===== config.mk =====
export PLATFORM = sky130hd
export DESIGN_NAME = cycleCheck
export DESIGN_NICKNAME = d
export VERILOG_FILES = /design/src/rtl/cycleCheckPkg.sv /design/src/rtl/cycleCheckPath.sv /design/src/rtl/cycleCheckCtrl.sv /design/src/rtl/cycleCheck.sv
export SDC_FILE = /design/constraint.sdc
export NUM_CORES = 1
export LEC_CHECK = 0
export ABC_AREA = 1
export BUFFER_PORTS_ARGS = -buffer_cell sky130_fd_sc_hd__buf_2
export CAP_MARGIN = 5
export CORE_UTILIZATION = 30
export CTS_CLUSTER_DIAMETER = 200
export DETAILED_ROUTE_END_ITERATION = 8
export SLEW_MARGIN = 30
export SYNTH_ARGS = -nofsm -noshare
export SYNTH_HDL_FRONTEND = slang
export SYNTH_SLANG_ARGS = --single-unit
export TNS_END_PERCENT = 100

===== constraint.sdc =====
create_clock -name clk -period 2.55 [get_ports clk]
set_clock_uncertainty 0.1 [all_clocks]
set_input_delay 0.3825 -clock clk [delete_from_list [all_inputs] [get_ports clk]]
set_output_delay 0.3825 -clock clk [all_outputs]
set_load 0.01 [all_outputs]

===== src/rtl/cycleCheckPkg.sv =====
package cycleCheckPkg;

  typedef enum logic [1:0] {
    MON_IDLE = 2'd0,
    MON_ARM  = 2'd1,
    MON_RUN  = 2'd2
  } monState_t;

  // strobes from control to the period counter
  typedef struct packed {
    logic hold0;    // keep count at zero
    logic restart;  // a period starts: count becomes one
  } cntStrobe_t;

endpackage


===== src/rtl/cycleCheckPath.sv =====
module cycleCheckPath
  import cycleCheckPkg::*;
#(
  parameter int CNT_W = 16
) (
  input  logic             clk,
  input  logic             rstN,
  input  cntStrobe_t       strobe,
  input  logic [CNT_W-1:0] nominal,
  output logic             periodShort,
  output logic             periodLong
);

  localparam int LIM_W = CNT_W + 1;
  localparam logic [LIM_W-1:0] SAT_VAL = '1;

  logic [LIM_W-1:0] elapsed;
  logic [LIM_W-1:0] nomWide;
  logic [LIM_W-1:0] shortLim;
  logic [LIM_W-1:0] longLim;

  always_comb begin
    nomWide  = {1'b0, nominal};
    shortLim = nomWide >> 1;
    longLim  = nomWide + (nomWide >> 1);
  end

  // elapsed system clocks since the last accepted reference edge
  always_ff @(posedge clk or negedge rstN) begin
    if (!rstN) begin
      elapsed <= '0;
    end else if (strobe.hold0) begin
      elapsed <= '0;
    end else if (strobe.restart) begin
      elapsed <= LIM_W'(1);
    end else if (elapsed != SAT_VAL) begin
      elapsed <= elapsed + 1'b1;
    end
  end

  assign periodShort = (elapsed < shortLim);
  assign periodLong  = (elapsed > longLim);

endmodule


===== src/rtl/cycleCheckCtrl.sv =====
module cycleCheckCtrl
  import cycleCheckPkg::*;
(
  input  logic       clk,
  input  logic       rstN,
  input  logic       enable,
  input  logic       refEdge,
  input  logic       clearFail,
  input  logic       periodShort,
  input  logic       periodLong,
  output cntStrobe_t strobe,
  output logic       failFlag,
  output logic       failPulse
);

  monState_t state, stateNext;
  logic      failNow;

  always_comb begin
    stateNext = state;
    strobe    = '0;
    failNow   = 1'b0;
    case (state)
      MON_IDLE: begin
        strobe.hold0 = 1'b1;
        if (enable) stateNext = MON_ARM;
      end
      MON_ARM: begin
        if (!enable) begin
          stateNext    = MON_IDLE;
          strobe.hold0 = 1'b1;
        end else if (refEdge) begin
          stateNext      = MON_RUN;
          strobe.restart = 1'b1;
        end
      end
      MON_RUN: begin
        if (!enable) begin
          stateNext    = MON_IDLE;
          strobe.hold0 = 1'b1;
        end else if (periodLong || (refEdge && periodShort)) begin
          failNow   = 1'b1;
          stateNext = MON_ARM;
        end else if (refEdge) begin
          strobe.restart = 1'b1;
        end
      end
      default: begin
        stateNext    = MON_IDLE;
        strobe.hold0 = 1'b1;
      end
    endcase
  end

  always_ff @(posedge clk or negedge rstN) begin
    if (!rstN) begin
      state     <= MON_IDLE;
      failPulse <= 1'b0;
      failFlag  <= 1'b0;
    end else begin
      state     <= stateNext;
      failPulse <= failNow;
      failFlag  <= failNow | (failFlag & ~clearFail);
    end
  end

  // an event is always visible on the sticky flag
  p_flag_with_pulse_r7: assert property (@(posedge clk) disable iff (!rstN)
    failPulse |-> failFlag);

  // the flag only drops through clearFail
  p_flag_sticky_r7: assert property (@(posedge clk) disable iff (!rstN)
    (failFlag && !clearFail) |=> failFlag);

  // one cycle per failing period
  p_single_pulse_r8: assert property (@(posedge clk) disable iff (!rstN)
    failPulse |=> !failPulse);

  // nothing reported while disabled
  p_quiet_when_off_r9: assert property (@(posedge clk) disable iff (!rstN)
    !enable |=> !failPulse);

  // waiting for a first edge never yields a failure
  p_first_edge_unjudged_r6: assert property (@(posedge clk) disable iff (!rstN)
    (state == MON_ARM) |=> !failPulse);

endmodule


===== src/rtl/cycleCheck.sv =====
module cycleCheck
  import cycleCheckPkg::*;
#(
  parameter int CNT_W = 16
) (
  input  logic             clk,
  input  logic             rstN,
  input  logic             enable,
  input  logic             refEdge,
  input  logic [CNT_W-1:0] nominal,
  input  logic             clearFail,
  output logic             failFlag,
  output logic             failPulse
);

  cntStrobe_t cntStrobe;
  logic       periodShort;
  logic       periodLong;

  cycleCheckCtrl ctrl_i (
    .clk        (clk),
    .rstN       (rstN),
    .enable     (enable),
    .refEdge    (refEdge),
    .clearFail  (clearFail),
    .periodShort(periodShort),
    .periodLong (periodLong),
    .strobe     (cntStrobe),
    .failFlag   (failFlag),
    .failPulse  (failPulse)
  );

  cycleCheckPath #(.CNT_W(CNT_W)) path_i (
    .clk        (clk),
    .rstN       (rstN),
    .strobe     (cntStrobe),
    .nominal    (nominal),
    .periodShort(periodShort),
    .periodLong (periodLong)
  );

endmodule


==> results.yml <==
status:
  outcome: "finished, violations left"
  violations: "negative setup slack"
finish:
  fillers: 882
  final_core_util: 0.432
  stdcell_area_um2: 3760
  final_layout_size_suffix_gt1_frac: 0.341
  synthToLayoutAreaGrowth_pct: 39.7
  diodes: 0
  fin_nets: 531
place:
  dp_worst_setup_slack_ps: -874
  post-dp-hpwl_um: 5470
  dpl-instance-area_um2: 3380
  io_buffers: 22
  gp_congestion: 0.809
synthesis:
  synth_flop_cell: "dfrtp_1"
  avgSynthCellArea_um2: 7.38
  synth_compound_area_frac: 0.109
  synth_xor_area_frac: 0.0813
  syn_area_um2: 2690
  synth_area_leader_cell: "ha_1"
  ys_types: 34
  synth.most_common_cell: "nand2_1"
  async_reset_ff_frac: 1.00
  synth_top_family_by_area: "simple AND/OR/NAND/NOR gates"
  synth_commonest_cells: "72 x nand2_1, 54 x ha_1, 53 x inv_1"
  muxShareOfSynthArea: 0.00743
  synth-seq-area-share: 0.195
  synth_top_area_share: 0.251
  synthSimpleGateAreaFrac: 0.265
  synth-seq-cells: 21
  synth_fa_ha_area_frac: 0.258
  syn_inst: 365
  syn-num-nets: 441
  synth_warnings: 0
  yosys-top-cells-area: "ha_1 25%, dfrtp_1 20%, nand2_1 10%, inv_1 7.4%, xor2_1 5.5%"
  synth_edf_count: 0
die:
  die_y_um: 96.8
  die-area_um2: 9360
  core_um2: 8720
  rows: 34
  die_w_um: 96.8
  num_io_pins: 23
  start_util: 0.309
route:
  ant_nets: 0
  firstDrtPassIters: 4
  drc: 0
  via_count: 2644
  routedWlPerCell_um: 12.0
  drt_iter0_drc: 60
  wl_um: 6760
  via_per_inst: 4.70
clock_tree:
  clkSinkCount: 21
  cts_buffers: 3
  cts_buffer_depth: 2
  clk-insertion-delay-late_ps: 250
  cts.clk_slew.worst_paths_ps: 70
  clockRootBuffer: "clkbuf_8"
  cts_max_level: 1
  cts_tree: "built"
worst_hold_path:
  hp-class: "input port to register"
power_and_ir_drop:
  power.static_leakage_nw: 1.93
  max-vdd-ir-drop_mv: 0.347
  p_total_mw: 1.46
  p_per_area_nw_per_um2: 388
setup_path:
  required_ps: 2600
  crit_path_max_fanout: 8
  cp-start-kind: "input port"
  crit_path_end_kind: "register"
  critPathKind: "input port to register"
  worstPathArrival_ps: 2990
timing:
  worstMarginPinSlew_ps: 488
  finalCritPeriodShare: 1.16
  drv_slew: 0
  relSlewSlack: 0.675
  rsz0062_at_grt: "true"
  fmax_mhz: 339
  setup_ws_ps: -396
  hold_viol: 0
  finalSetupViolations: 21
  min_period_ps: 2950
global_routing:
  track_usage: 0.148
  grt_pass1_wl_um: 11700
  grt_max_degree: 22
  overflow: 0
  grt_pass1_vias: 2779
  antenna_found_initial: 0
flow_run:
  maxCapViolCount: 0
-- report_power, final --
group / leakage [nW] / switching (mW) / internal [mW]
logic: 1.62 / 0.474 / 0.378
clock network: 0.0228 / 0.106 / 0.111
registers: 0.289 / 0.0273 / 0.362
total: 1.93 / 0.607 / 0.851
-- repair_timing --
item / in CTS / in global routing
endpoints found under the hold margin: 21 / 0
setup buffers: 4 / 2
setup endpoints to repair: 21 / 21
gates resized for setup: 40 / 14
hold buffers: 1 / 0
pin swaps: 36 / 6
cloned: 1 / 0
-- layer usage --
layer  global-route usage  vias to the layer above  wire length (um)
met1                0.188                     1222              3180
met2                0.271                       30              3330
met3               0.0108                       13               114
li1                     -                     1379                 -
met5                    0                        -                 0
met4               0.0356                        0               134
-- layout make-up --
type | count | area [um2] | area share
Tap cell | 108 | 135 | 0.0359
Sequential cell | 21 | 526 | 0.140
Multi-Input combinational cell | 289 | 2230 | 0.592
Inverter | 54 | 203 | 0.0539
Timing Repair Buffer | 86 | 627 | 0.167
Clock buffer | 4 | 45.0 | 0.0120
-- kinds of logic (layout without fill, tap and decap cells) --
family	Yosys count	in the layout
adder cells (fa/ha/maj)	55	55
multiplexers	2	2
buffers and inverters	56	144
AND/OR/NAND/NOR	155	156
AO/OA/AOI/OAI	51	51
flip-flops	21	21
XOR/XNOR	25	25
-- layout by cell type, fill, tap and decap left out, types with 2 or more instances in the layout --
cell type	n
clkbuf_8	3
o21ai_0	5
dfrtp_1	21
a21o_1	3
buf_2	19
mux2i_1	2
nand2_2	13
buf_6	5
o21ai_2	2
a21oi_1	21
nand2_1	60
a21oi_2	6
nor2_2	13
nand3_1	20
nand4_1	2
nand2_4	2
ha_1	46
inv_1	52
nor3_1	5
ha_4	8
inv_2	2
o21bai_1	4
xor2_1	16
nor2_1	23
xnor2_1	7
nor2_4	6
buf_4	60
o21ai_1	2
nand3b_1	2
nand3_2	4
nand2_8	2
-- worst max-delay path: stages --
cell and delay (ps):
buf_8 110, ha_4 150, fa_2 350, nand3_2 80
nand2_2 70, nand2_2 70, nand2_2 60, buf_4 130
xnor2_1 230, ha_1 310, a21o_2 200, nor2_1 110
nand3_1 100, nand2_1 80, nand2_1 60, nand2_2 80
nand2_2 70, nand2_4 70, nand2_4 100, nand2_8 130
nor2_1 50
-- flip-flops by register name (all words and copies together), names as in the netlist --
| register | count |
|---|---|
| path_i.elapsed | 17 |
| ctrl_i.state | 2 |
| ctrl_i.failFlag | 1 |
| ctrl_i.failPulse | 1 |
-- metrics by stage --
step,cells,hold WS [ps],setup TNS [ps]
detailed placement,550,273,-16610
CTS,560,208,-6850
finish,562,211,-7730
global placement,550,271,-15710
floorplan,365,-13.1,-7230
global route,562,212,-10750
-- worst paths after layout --
| kind | slack [ps] | end | cells after the start | startpoint |
|---|---|---|---|---|
| min | 210 | ctrl_i.failFlag$_DFF_PN0_ | 2 | clearFail |
| max | -400 | path_i.elapsed[3]$_DFFE_PN0P_ | 21 | nominal[1] |
| max in group asynchronous | 1510 | path_i.elapsed[0]$_DFFE_PN0P_ | 2 | rstN |
| min reg2reg | 460 | ctrl_i.failFlag$_DFF_PN0_ | 2 | ctrl_i.failFlag$_DFF_PN0_ |
| min in group asynchronous | 510 | ctrl_i.state[0]$_DFFE_PN0P_ | 2 | rstN |
| max reg2reg | 230 | path_i.elapsed[14]$_DFFE_PN0P_ | 12 | path_i.elapsed[0]$_DFFE_PN0P_ |
No activity file was read; power rests on OpenSTA's default activity.
